## src/rtl/ddr_init_pkg.sv

```systemverilog
package ddr_init_pkg;

  // {cs_n, ras_n, cas_n, we_n}
  typedef enum logic [3:0] {
    CMD_LMR = 4'b0000,
    CMD_REF = 4'b0001,
    CMD_PRE = 4'b0010,
    CMD_NOP = 4'b0111,
    CMD_DES = 4'b1111
  } ddr_cmd_e;

  typedef enum logic [1:0] {
    ST_IDLE,
    ST_WAIT,
    ST_GAP,
    ST_DONE
  } seq_state_e;

  localparam int unsigned SCRIPT_LEN = 7;
  localparam int unsigned STEP_W     = 3;

endpackage

```

## src/rtl/ddr_init_timer.sv

```systemverilog
module ddr_init_timer #(
  parameter int unsigned CW = 16
) (
  input  logic          clk,
  input  logic          rst,
  input  logic          load,
  input  logic [CW-1:0] load_val,
  output logic          zero
);

  logic [CW-1:0] cnt_q;

  always_ff @(posedge clk) begin
    if (rst) begin
      cnt_q <= '0;
    end else if (load) begin
      cnt_q <= load_val;
    end else if (cnt_q != '0) begin
      cnt_q <= cnt_q - 1'b1;
    end
  end

  assign zero = (cnt_q == '0);

endmodule

```

## src/rtl/ddr_init_script.sv

```systemverilog
module ddr_init_script
  import ddr_init_pkg::*;
#(
  parameter int unsigned ADDR_W      = 13,
  parameter int unsigned BA_W        = 2,
  parameter int unsigned CW          = 16,
  parameter int unsigned T_RP        = 3,
  parameter int unsigned T_MRD       = 2,
  parameter int unsigned T_RFC       = 15,
  parameter int unsigned EMR_VAL     = 0,
  parameter int unsigned MR_VAL      = 'h032,
  parameter int unsigned DLL_RST_BIT = 8,
  parameter int unsigned A10_BIT     = 10
) (
  input  logic [STEP_W-1:0] step,
  output ddr_cmd_e          cmd,
  output logic [BA_W-1:0]   ba,
  output logic [ADDR_W-1:0] addr,
  output logic [CW-1:0]     gap_load,
  output logic              dll_rst
);

  localparam logic [ADDR_W-1:0] DLL_MASK = ADDR_W'(1) << DLL_RST_BIT;
  localparam logic [ADDR_W-1:0] ALL_BANK = ADDR_W'(1) << A10_BIT;
  localparam logic [ADDR_W-1:0] MR_BASE  = ADDR_W'(MR_VAL);
  localparam logic [CW-1:0]     RP_LD    = CW'(T_RP - 1);
  localparam logic [CW-1:0]     MRD_LD   = CW'(T_MRD - 1);
  localparam logic [CW-1:0]     RFC_LD   = CW'(T_RFC - 1);

  always_comb begin
    cmd      = CMD_NOP;
    ba       = '0;
    addr     = '0;
    gap_load = '0;
    dll_rst  = 1'b0;
    case (step)
      3'd0, 3'd3: begin
        cmd      = CMD_PRE;
        addr     = ALL_BANK;
        gap_load = RP_LD;
      end
      3'd1: begin
        cmd      = CMD_LMR;
        ba       = BA_W'(1);
        addr     = ADDR_W'(EMR_VAL);
        gap_load = MRD_LD;
      end
      3'd2: begin
        cmd      = CMD_LMR;
        addr     = MR_BASE | DLL_MASK;
        gap_load = MRD_LD;
        dll_rst  = 1'b1;
      end
      3'd4, 3'd5: begin
        cmd      = CMD_REF;
        gap_load = RFC_LD;
      end
      3'd6: begin
        cmd      = CMD_LMR;
        addr     = MR_BASE & ~DLL_MASK;
        gap_load = MRD_LD;
      end
      default: begin
        cmd = CMD_NOP;
      end
    endcase
  end

endmodule

```

## src/rtl/ddr_init_dll_guard.sv

```systemverilog
module ddr_init_dll_guard #(
  parameter int unsigned DLL_CYC = 200
) (
  input  logic clk,
  input  logic rst,
  input  logic arm,
  output logic allowed
);

  localparam int unsigned GW = $clog2(DLL_CYC + 1);

  logic [GW-1:0] cnt_q;
  logic          run_q;

  always_ff @(posedge clk) begin
    if (rst) begin
      cnt_q   <= '0;
      run_q   <= 1'b0;
      allowed <= 1'b0;
    end else if (arm) begin
      cnt_q <= GW'(DLL_CYC - 1);
      run_q <= 1'b1;
    end else if (run_q) begin
      if (cnt_q == '0) begin
        allowed <= 1'b1;
        run_q   <= 1'b0;
      end else begin
        cnt_q <= cnt_q - 1'b1;
      end
    end
  end

endmodule

```

## src/rtl/ddr_init_seq.sv

```systemverilog
module ddr_init_seq
  import ddr_init_pkg::*;
#(
  parameter int unsigned CLK_MHZ     = 200,
  parameter int unsigned WAIT_US     = 200,
  parameter int unsigned T_RP        = 3,
  parameter int unsigned T_MRD       = 2,
  parameter int unsigned T_RFC       = 15,
  parameter int unsigned DLL_CYC     = 200,
  parameter int unsigned ADDR_W      = 13,
  parameter int unsigned BA_W        = 2,
  parameter int unsigned EMR_VAL     = 0,
  parameter int unsigned MR_VAL      = 'h032,
  parameter int unsigned DLL_RST_BIT = 8
) (
  input  logic              clk,
  input  logic              rst,
  input  logic              start,
  output logic              cke,
  output logic              cs_n,
  output logic              ras_n,
  output logic              cas_n,
  output logic              we_n,
  output logic [BA_W-1:0]   ba,
  output logic [ADDR_W-1:0] addr,
  output logic              read_allowed,
  output logic              init_done
);

  localparam int unsigned WAIT_CYC = CLK_MHZ * WAIT_US;
  localparam int unsigned G1       = (T_RP > T_MRD) ? T_RP : T_MRD;
  localparam int unsigned GMAX     = (G1 > T_RFC) ? G1 : T_RFC;
  localparam int unsigned TMAX     = (WAIT_CYC > GMAX) ? WAIT_CYC : GMAX;
  localparam int unsigned CW       = $clog2(TMAX + 1);

  seq_state_e          state_q;
  logic [STEP_W-1:0]   step_q;
  ddr_cmd_e            cmd_q;
  logic                cke_q;
  logic [BA_W-1:0]     ba_q;
  logic [ADDR_W-1:0]   addr_q;
  logic                done_q;

  logic                t_load;
  logic [CW-1:0]       t_val;
  logic                t_zero;
  logic                issue;
  logic                step_end;

  ddr_cmd_e            s_cmd;
  logic [BA_W-1:0]     s_ba;
  logic [ADDR_W-1:0]   s_addr;
  logic [CW-1:0]       s_gap;
  logic                s_dll;

  ddr_init_timer #(.CW(CW)) u_timer (
    .clk      (clk),
    .rst      (rst),
    .load     (t_load),
    .load_val (t_val),
    .zero     (t_zero)
  );

  ddr_init_script #(
    .ADDR_W      (ADDR_W),
    .BA_W        (BA_W),
    .CW          (CW),
    .T_RP        (T_RP),
    .T_MRD       (T_MRD),
    .T_RFC       (T_RFC),
    .EMR_VAL     (EMR_VAL),
    .MR_VAL      (MR_VAL),
    .DLL_RST_BIT (DLL_RST_BIT),
    .A10_BIT     (10)
  ) u_script (
    .step     (step_q),
    .cmd      (s_cmd),
    .ba       (s_ba),
    .addr     (s_addr),
    .gap_load (s_gap),
    .dll_rst  (s_dll)
  );

  ddr_init_dll_guard #(.DLL_CYC(DLL_CYC)) u_guard (
    .clk     (clk),
    .rst     (rst),
    .arm     (issue && s_dll),
    .allowed (read_allowed)
  );

  assign step_end = (step_q == STEP_W'(SCRIPT_LEN));

  // Timer control: the wait, the single-cycle NOP slot, and each command gap
  always_comb begin
    t_load = 1'b0;
    t_val  = '0;
    issue  = 1'b0;
    case (state_q)
      ST_IDLE: begin
        if (start) begin
          t_load = 1'b1;
          t_val  = CW'(WAIT_CYC - 1);
        end
      end
      ST_WAIT: begin
        if (t_zero) begin
          t_load = 1'b1;
          t_val  = '0;
        end
      end
      ST_GAP: begin
        if (t_zero && !step_end) begin
          issue  = 1'b1;
          t_load = 1'b1;
          t_val  = s_gap;
        end
      end
      default: ;
    endcase
  end

  always_ff @(posedge clk) begin
    if (rst) begin
      state_q <= ST_IDLE;
      step_q  <= '0;
      cmd_q   <= CMD_DES;
      cke_q   <= 1'b0;
      ba_q    <= '0;
      addr_q  <= '0;
      done_q  <= 1'b0;
    end else begin
      case (state_q)
        ST_IDLE: begin
          cmd_q <= CMD_DES;
          if (start) state_q <= ST_WAIT;
        end
        ST_WAIT: begin
          if (t_zero) begin
            cmd_q   <= CMD_NOP;
            cke_q   <= 1'b1;
            state_q <= ST_GAP;
          end
        end
        ST_GAP: begin
          if (issue) begin
            cmd_q  <= s_cmd;
            ba_q   <= s_ba;
            addr_q <= s_addr;
            step_q <= step_q + 1'b1;
          end else begin
            cmd_q  <= CMD_NOP;
            ba_q   <= '0;
            addr_q <= '0;
            if (t_zero && step_end) begin
              done_q  <= 1'b1;
              state_q <= ST_DONE;
            end
          end
        end
        ST_DONE: begin
          cmd_q  <= CMD_NOP;
          ba_q   <= '0;
          addr_q <= '0;
        end
        default: state_q <= ST_IDLE;
      endcase
    end
  end

  assign {cs_n, ras_n, cas_n, we_n} = cmd_q;
  assign cke       = cke_q;
  assign ba        = ba_q;
  assign addr      = addr_q;
  assign init_done = done_q;

endmodule

```

## config.mk

```make
export PLATFORM = sky130hd
export DESIGN_NAME = ddr_init_seq
export DESIGN_NICKNAME = d
export VERILOG_FILES = /design/src/rtl/ddr_init_pkg.sv /design/src/rtl/ddr_init_timer.sv /design/src/rtl/ddr_init_script.sv /design/src/rtl/ddr_init_dll_guard.sv /design/src/rtl/ddr_init_seq.sv
export SDC_FILE = /design/constraint.sdc
export NUM_CORES = 1
export LEC_CHECK = 0
export BUFFER_PORTS_ARGS = -buffer_cell sky130_fd_sc_hd__clkbuf_2
export CAP_MARGIN = 30
export CORE_ASPECT_RATIO = 0.8
export CORE_MARGIN = 2
export CORE_UTILIZATION = 55
export DETAILED_ROUTE_END_ITERATION = 12
export PLACE_DENSITY = 0.84
export RECOVER_POWER = 25
export SLEW_MARGIN = 5
export SYNTH_ARGS = -nofsm -noshare
export SYNTH_HDL_FRONTEND = slang
export SYNTH_HIERARCHICAL = 1
export SYNTH_SLANG_ARGS = --single-unit
```

## constraint.sdc

```tcl
create_clock -name clk -period 3.5 [get_ports clk]
set_input_delay 0 -clock clk [delete_from_list [all_inputs] [get_ports clk]]
set_output_delay 0 -clock clk [all_outputs]
set_load 0.005 [all_outputs]
```

After elaboration in Yosys (flattened, before gate mapping)
Index checks and enable logic that the tools add are counted.
{"block": "op_classes", "reduce_logical": 24, "bitwise_logic": 3, "n_eq_ne": 15, "n_mux": 33, "add_sub_neg": 3}
{"operator": "2-to-1 mux 16 bit", "count": 4}
{"operator": "one-hot mux 11 bit (3 select lines)", "count": 1}
{"operator": "one-hot mux 16 bit (2 select lines)", "count": 1}
{"operator": "one-hot mux 13 bit (2 select lines)", "count": 1}
{"operator": "2-to-1 mux 8 bit", "count": 3}
{"operator": "zero test 16 bit", "count": 1}
{"operator": "one-hot mux 4 bit (4 select lines)", "count": 1}
{"operator": "nonzero test 16 bit", "count": 1}
{"operator": "subtractor 16 x 1 -> 16 bit, second input constant", "count": 1}
{"operator": "2-to-1 mux 13 bit", "count": 1}
{"operator": "== test 3 bit, second input constant", "count": 4}
{"operator": "one-hot mux 4 bit (3 select lines)", "count": 1}
{"operator": "2-to-1 mux 2 bit", "count": 5}
{"operator": "2-to-1 mux 1 bit", "count": 9}
{"operator": "one-hot mux 3 bit (3 select lines)", "count": 1}
{"operator": "zero test 8 bit", "count": 1}
{"operator": "2-to-1 mux 4 bit", "count": 2}
{"operator": "inequality test 2 bit, second input constant", "count": 4}
{"operator": "AND reduction 2 bit", "count": 4}
{"operator": "subtractor 8 x 1 -> 8 bit, second input constant", "count": 1}
{"operator": "== test 3 x 2 -> 1 bit, second input constant", "count": 2}
{"operator": "one-hot mux 2 bit (3 select lines)", "count": 1}
{"operator": "AND reduction 3 bit", "count": 2}
{"operator": "nonzero test 2 bit", "count": 3}
{"operator": "16 further kinds", "count": 23}
{"block": "totals", "word_cells": 90, "reg_bits": 52, "out_inout_bits": 22, "input_bits": 3}

Logic depth before layout (Yosys ltp)
{"block": "depth", "depth_word": 8, "mapped_depth": 16}

Modules after synthesis
The synthesis kept the hierarchy.
{"module": "ddr_init_seq", "n_inst": 1, "cells_each": 137, "area_per_inst_um2": 1270.0, "seq_area_each_um2": 520.5}
{"module": "ddr_init_timer", "n_inst": 1, "cells_each": 116, "area_per_inst_um2": 964.7, "seq_area_each_um2": 320.3}
{"module": "ddr_init_dll_guard", "n_inst": 1, "cells_each": 59, "area_per_inst_um2": 515.5, "seq_area_each_um2": 200.2}
{"module": "ddr_init_script", "n_inst": 1, "cells_each": 44, "area_per_inst_um2": 301.5, "seq_area_each_um2": 0.0}

Worst setup path after synthesis
OpenSTA, ideal clock, no wires.
{"block": "synth_timing", "path_type": "reg2reg", "startpoint": "register u_timer.cnt_q[0]", "endpoint": "register u_timer.cnt_q[15]", "arrival_time_ps": 3610, "path_stages_with_launch": 17, "setup_ps": 59, "period_less_slack_ps": 3670, "required_ps": 3441, "path_buffers": 4, "setup_slack_ps": -170, "path_cell_list": "dfxtp_1 > inv_1 > ha_1 > or3b_2 > or4_4 > nor2_1 > buf_2 > and3b_1 > buf_6 > buf_6 > a211oi_1 > nor2_1 > nor2b_1 > clkbuf_1 > a21oi_1 > a31oi_1 > and3_1"}
{"block": "synth_via", "elab_chain_cells": 5, "word_cells_on_any_way": 10, "classes_between": "add/sub (1); mux (5); reduce/logical (4)"}
{"element": "start, declared", "line": "ddr_init_timer.sv:11", "text": "logic [CW-1:0] cnt_q;"}
{"element": "start signal, assigned", "line": "ddr_init_timer.sv:17", "text": "cnt_q <= load_val;"}
{"element": "start signal, assigned", "line": "ddr_init_timer.sv:19", "text": "cnt_q <= cnt_q - 1'b1;"}
{"element": "zero test 16 bit (*)", "line": "ddr_init_timer.sv:23", "text": "assign zero = (cnt_q == '0);"}
{"element": "via t_zero", "line": "ddr_init_seq.sv:46", "text": "logic t_zero;"}
{"element": "logical AND 1 bit", "line": "ddr_init_seq.sv:112", "text": "if (t_zero && !step_end) begin"}
{"element": "2-to-1 mux 1 bit", "line": "ddr_init_seq.sv:112"}
{"element": "one-hot mux 1 bit (3 select lines) (*)", "line": "ddr_init_seq.sv:98", "text": "case (state_q)"}
{"element": "via t_load", "line": "ddr_init_seq.sv:44", "text": "logic t_load;"}
{"element": "2-to-1 mux 16 bit or nonzero test 2 bit (tied branches)"}
Mark *: on every way through the listed nets, which the timed path passes. The rest lies on a longest branch. The select of a mux whose other input is x is not followed.
A chain may end at the register's enable or synchronous reset.

Final worst setup path
Same ends and word-level chain as after synthesis.

==> flow_summary.json <==
{
  "cp_common_cell": "nor2_1",
  "worstSetupEndpointType": "flip-flop",
  "crit_chain": "inv_1 > ha_1 > or3b_2 > or4_4 > nor2_1 > and3b_1 > a211oi_1 > nor2_1 > nor2b_4 > nand2_1 > a31oi_1 > and3_1",
  "diodes": 0,
  "drive_gt1_share_pct": 13.9,
  "area_growth_pct": 3.12,
  "h-tree-depth": 2,
  "power_frac_comb_pct": 51.0,
  "clock_power_share_pct": 14.5,
  "crit_arrival_ns": 3.51,
  "grt_max_degree": 29,
  "die_area_um2": 6160,
  "maxSlewViolCount": 0,
  "numCtsBuffers": 5,
  "crit_slowest_cell": "or4_4",
  "cellLeakagePower_nw": 1.30,
  "grt_overflow": 0,
  "p_int_mw": 1.37,
  "seq_area_frac_synth_pct": 34.1,
  "hp-class": "in2reg",
  "dpl.hpwl_mm": 4.15,
  "via_count": 2458,
  "layout_commonest_cell": "dfxtp_1",
  "core-area_um2": 5410,
  "cts_resized": 0,
  "initial_core_util_pct": 56.5,
  "ir_drop_mv": 0.240,
  "syn_area_per_cell_um2": 8.57,
  "gp_congestion": 0.906,
  "cap_violations": 0,
  "clk_latency_ns": 0.31,
  "r2r_slack_ns": 0.24,
  "grt_pass1_wl_mm": 10.0,
  "syn_inst": 356,
  "finalClockSkew_ns": 0.00788,
  "postCtsHoldBufs": 0,
  "detail-route-antenna-nets": 0,
  "period_share_pct": 93.1,
  "synthArstFlopShare_pct": 0,
  "drt_iter0_markers": 183,
  "start_kind": "flip-flop",
  "cts.path.max_buffers": 2,
  "vias_per_cell": 5.69,
  "drc": 0,
  "nNetsFinal": 379,
  "synth_flop_cell": "dfxtp_1",
  "drt-total-wl_mm": 5.87,
  "grt_antenna_before_repair": 0,
  "min_period_ns": 3.26,
  "worst_ep_required_time_ns": 3.75,
  "hold_ws_ns": 0.158,
  "cts_tree": "yes",
  "fmax_ghz": 0.307,
  "crit_type": "reg2reg",
  "drt_pass1_iterations": 6,
  "netlist_area_um2": 3050,
  "clkSinkCount": 52,
  "power-per-cell-area_nw_per_um2": 754,
  "port_buffers": 24,
  "worstPathMaxFanout": 15,
  "power.switching_mw": 1.00,
  "grt_pass1_vias": 2130,
  "rsz0062_at_grt": "false",
  "io_pins": 25,
  "outcome": "complete, no violations",
  "routedWlPerCell_um": 13.6,
  "row_count": 24,
  "dieWidth_um": 87.3,
  "setup_violations": 0,
  "track_usage_pct": 19.9,
  "max_slew_margin_pct": 32.1,
  "yosysUniqueCellTypes": 61,
  "finalHoldViolCount": 0,
  "ys_ff_latch": 52,
  "die_y_um": 70.6,
  "root_buffer": "clkbuf_8",
  "synth_edf_count": 0,
  "slowest_delay_ns": 0.59,
  "finalSetupTns_ns": 0,
  "worstMarginPinSlew_ns": 1.01,
  "switching_share_pct": 42.2,
  "post_cts_buffers": 0,
  "mostFrequentLayoutCells": "dfxtp_1 (52), nor2_1 (37), conb_1 (22), nand2_1 (20), clkbuf_2 (20)",
  "pwr-share-seq_pct": 34.5,
  "yosysWarnings": 6,
  "clk_pin_slew_ns": 0.09
}
through the flow:
stage	setup WS, ns	utilization, %	cells	area [um2]	total power, mW
after detailed placement	0.270	56.7	424	3060	2.01
after global placement	0.409	56.7	424	3060	1.98
after global routing	0.00502	58.2	432	3150	2.55
final	0.242	58.2	432	3150	2.37
after CTS	0.253	58.3	432	3150	2.37
after floorplan	0.0236	-	377	3140	1.82
kinds of logic (layout without fill, tap and decap cells):
kind of cell               count (synthesis)  after routing  share of synthesized area (%)
and+or+nand+nor                          127            127                           23.7
AOI/OAI and AO/OA                         93             93                           22.0
buffers and inverters                     58             48                           11.5
DFF                                       52             52                           34.1
xor gates and xnor gates                  12             12                           3.44
adders and majority gates                 10             10                           4.10
muxes                                      3              3                          0.984
other                                      1             22                          0.123
area by class of cell:
class	count	area, um2
sequential	52	1040
tap	65	81.3
clock inverter	2	16.3
timing repair buffer	28	145
multi-input combinational	267	1750
inverter	12	45.0
clock buffer	6	72.6
fill	476	2260
sequential cells by signal, indices dropped and copies added (netlist names):
register         count
addr                13
ba                   2
cke                  1
cmd_q                4
init_done            1
state_q              2
step_q               3
u_guard/allowed      1
u_guard/cnt_q        8
u_guard/run_q        1
u_timer/cnt_q       16
worst max-delay path: cells and delay by family (launching register included):
family / cells / cell delay (ns)
AO/OA/AOI/OAI: 2 / 0.22
adder cells (fa/ha/maj): 1 / 0.19
buffers and inverters: 1 / 0.08
flip-flops: 1 / 0.34
AND/OR/NAND/NOR: 8 / 2.38
final timing paths:
kind,from,endpoint,cells after the start
worst max register to register,u_timer/cnt_q[0]$_SDFFE_PP0P_,u_timer/cnt_q[15]$_SDFFE_PP0P_,12
worst min register to register,init_done$_SDFFE_PP0P_,init_done$_SDFFE_PP0P_,2
worst min-delay path,rst,u_guard/allowed$_SDFFE_PP0P_,2
worst max-delay path,u_timer/cnt_q[0]$_SDFFE_PP0P_,u_timer/cnt_q[15]$_SDFFE_PP0P_,12
power by group through the flow:
| stage | registers, mW | clock network, mW | logic [mW] |
|---|---|---|---|
| floorplan | 0.807 | 0 | 1.02 |
| finish | 0.818 | 0.344 | 1.21 |
| global route | 0.833 | 0.377 | 1.34 |
| CTS | 0.815 | 0.355 | 1.20 |
| global placement | 0.822 | 0 | 1.16 |
| detailed placement | 0.828 | 0 | 1.18 |
Yosys cell counts (3+ instances only):
cell type / count / area (um2)
o21ai_0: 10 / 50.1
a31oi_1: 5 / 31.3
dfxtp_1: 52 / 1040
a21o_1: 13 / 97.6
buf_2: 8 / 40.0
nand2_1: 20 / 75.1
or3_1: 3 / 18.8
or3b_2: 5 / 43.8
nor3_1: 11 / 55.1
buf_4: 25 / 188
o21ai_1: 3 / 15.0
ha_1: 10 / 125
nand3_1: 4 / 20.0
a22oi_1: 15 / 113
or4_1: 3 / 22.5
nor2_1: 37 / 139
mux2i_1: 3 / 30.0
and2_1: 9 / 56.3
o31ai_1: 4 / 30.0
o41ai_1: 3 / 26.3
a21oi_1: 16 / 80.1
nand2b_1: 4 / 25.0
buf_6: 4 / 45.0
o21bai_1: 3 / 22.5
nor4_1: 5 / 31.3
inv_1: 12 / 45.0
nor2b_1: 5 / 31.3
clkbuf_1: 9 / 33.8
xnor2_1: 10 / 87.6
metal layers:
metal  part of all wire (%)  global-route usage [%]
met5                      0                       0
met4                    1.3                    6.67
met3                    6.1                    3.62
met2                     43                    26.8
met1                     49                    31.5
Note: power is estimated with default switching activity, not from simulation.
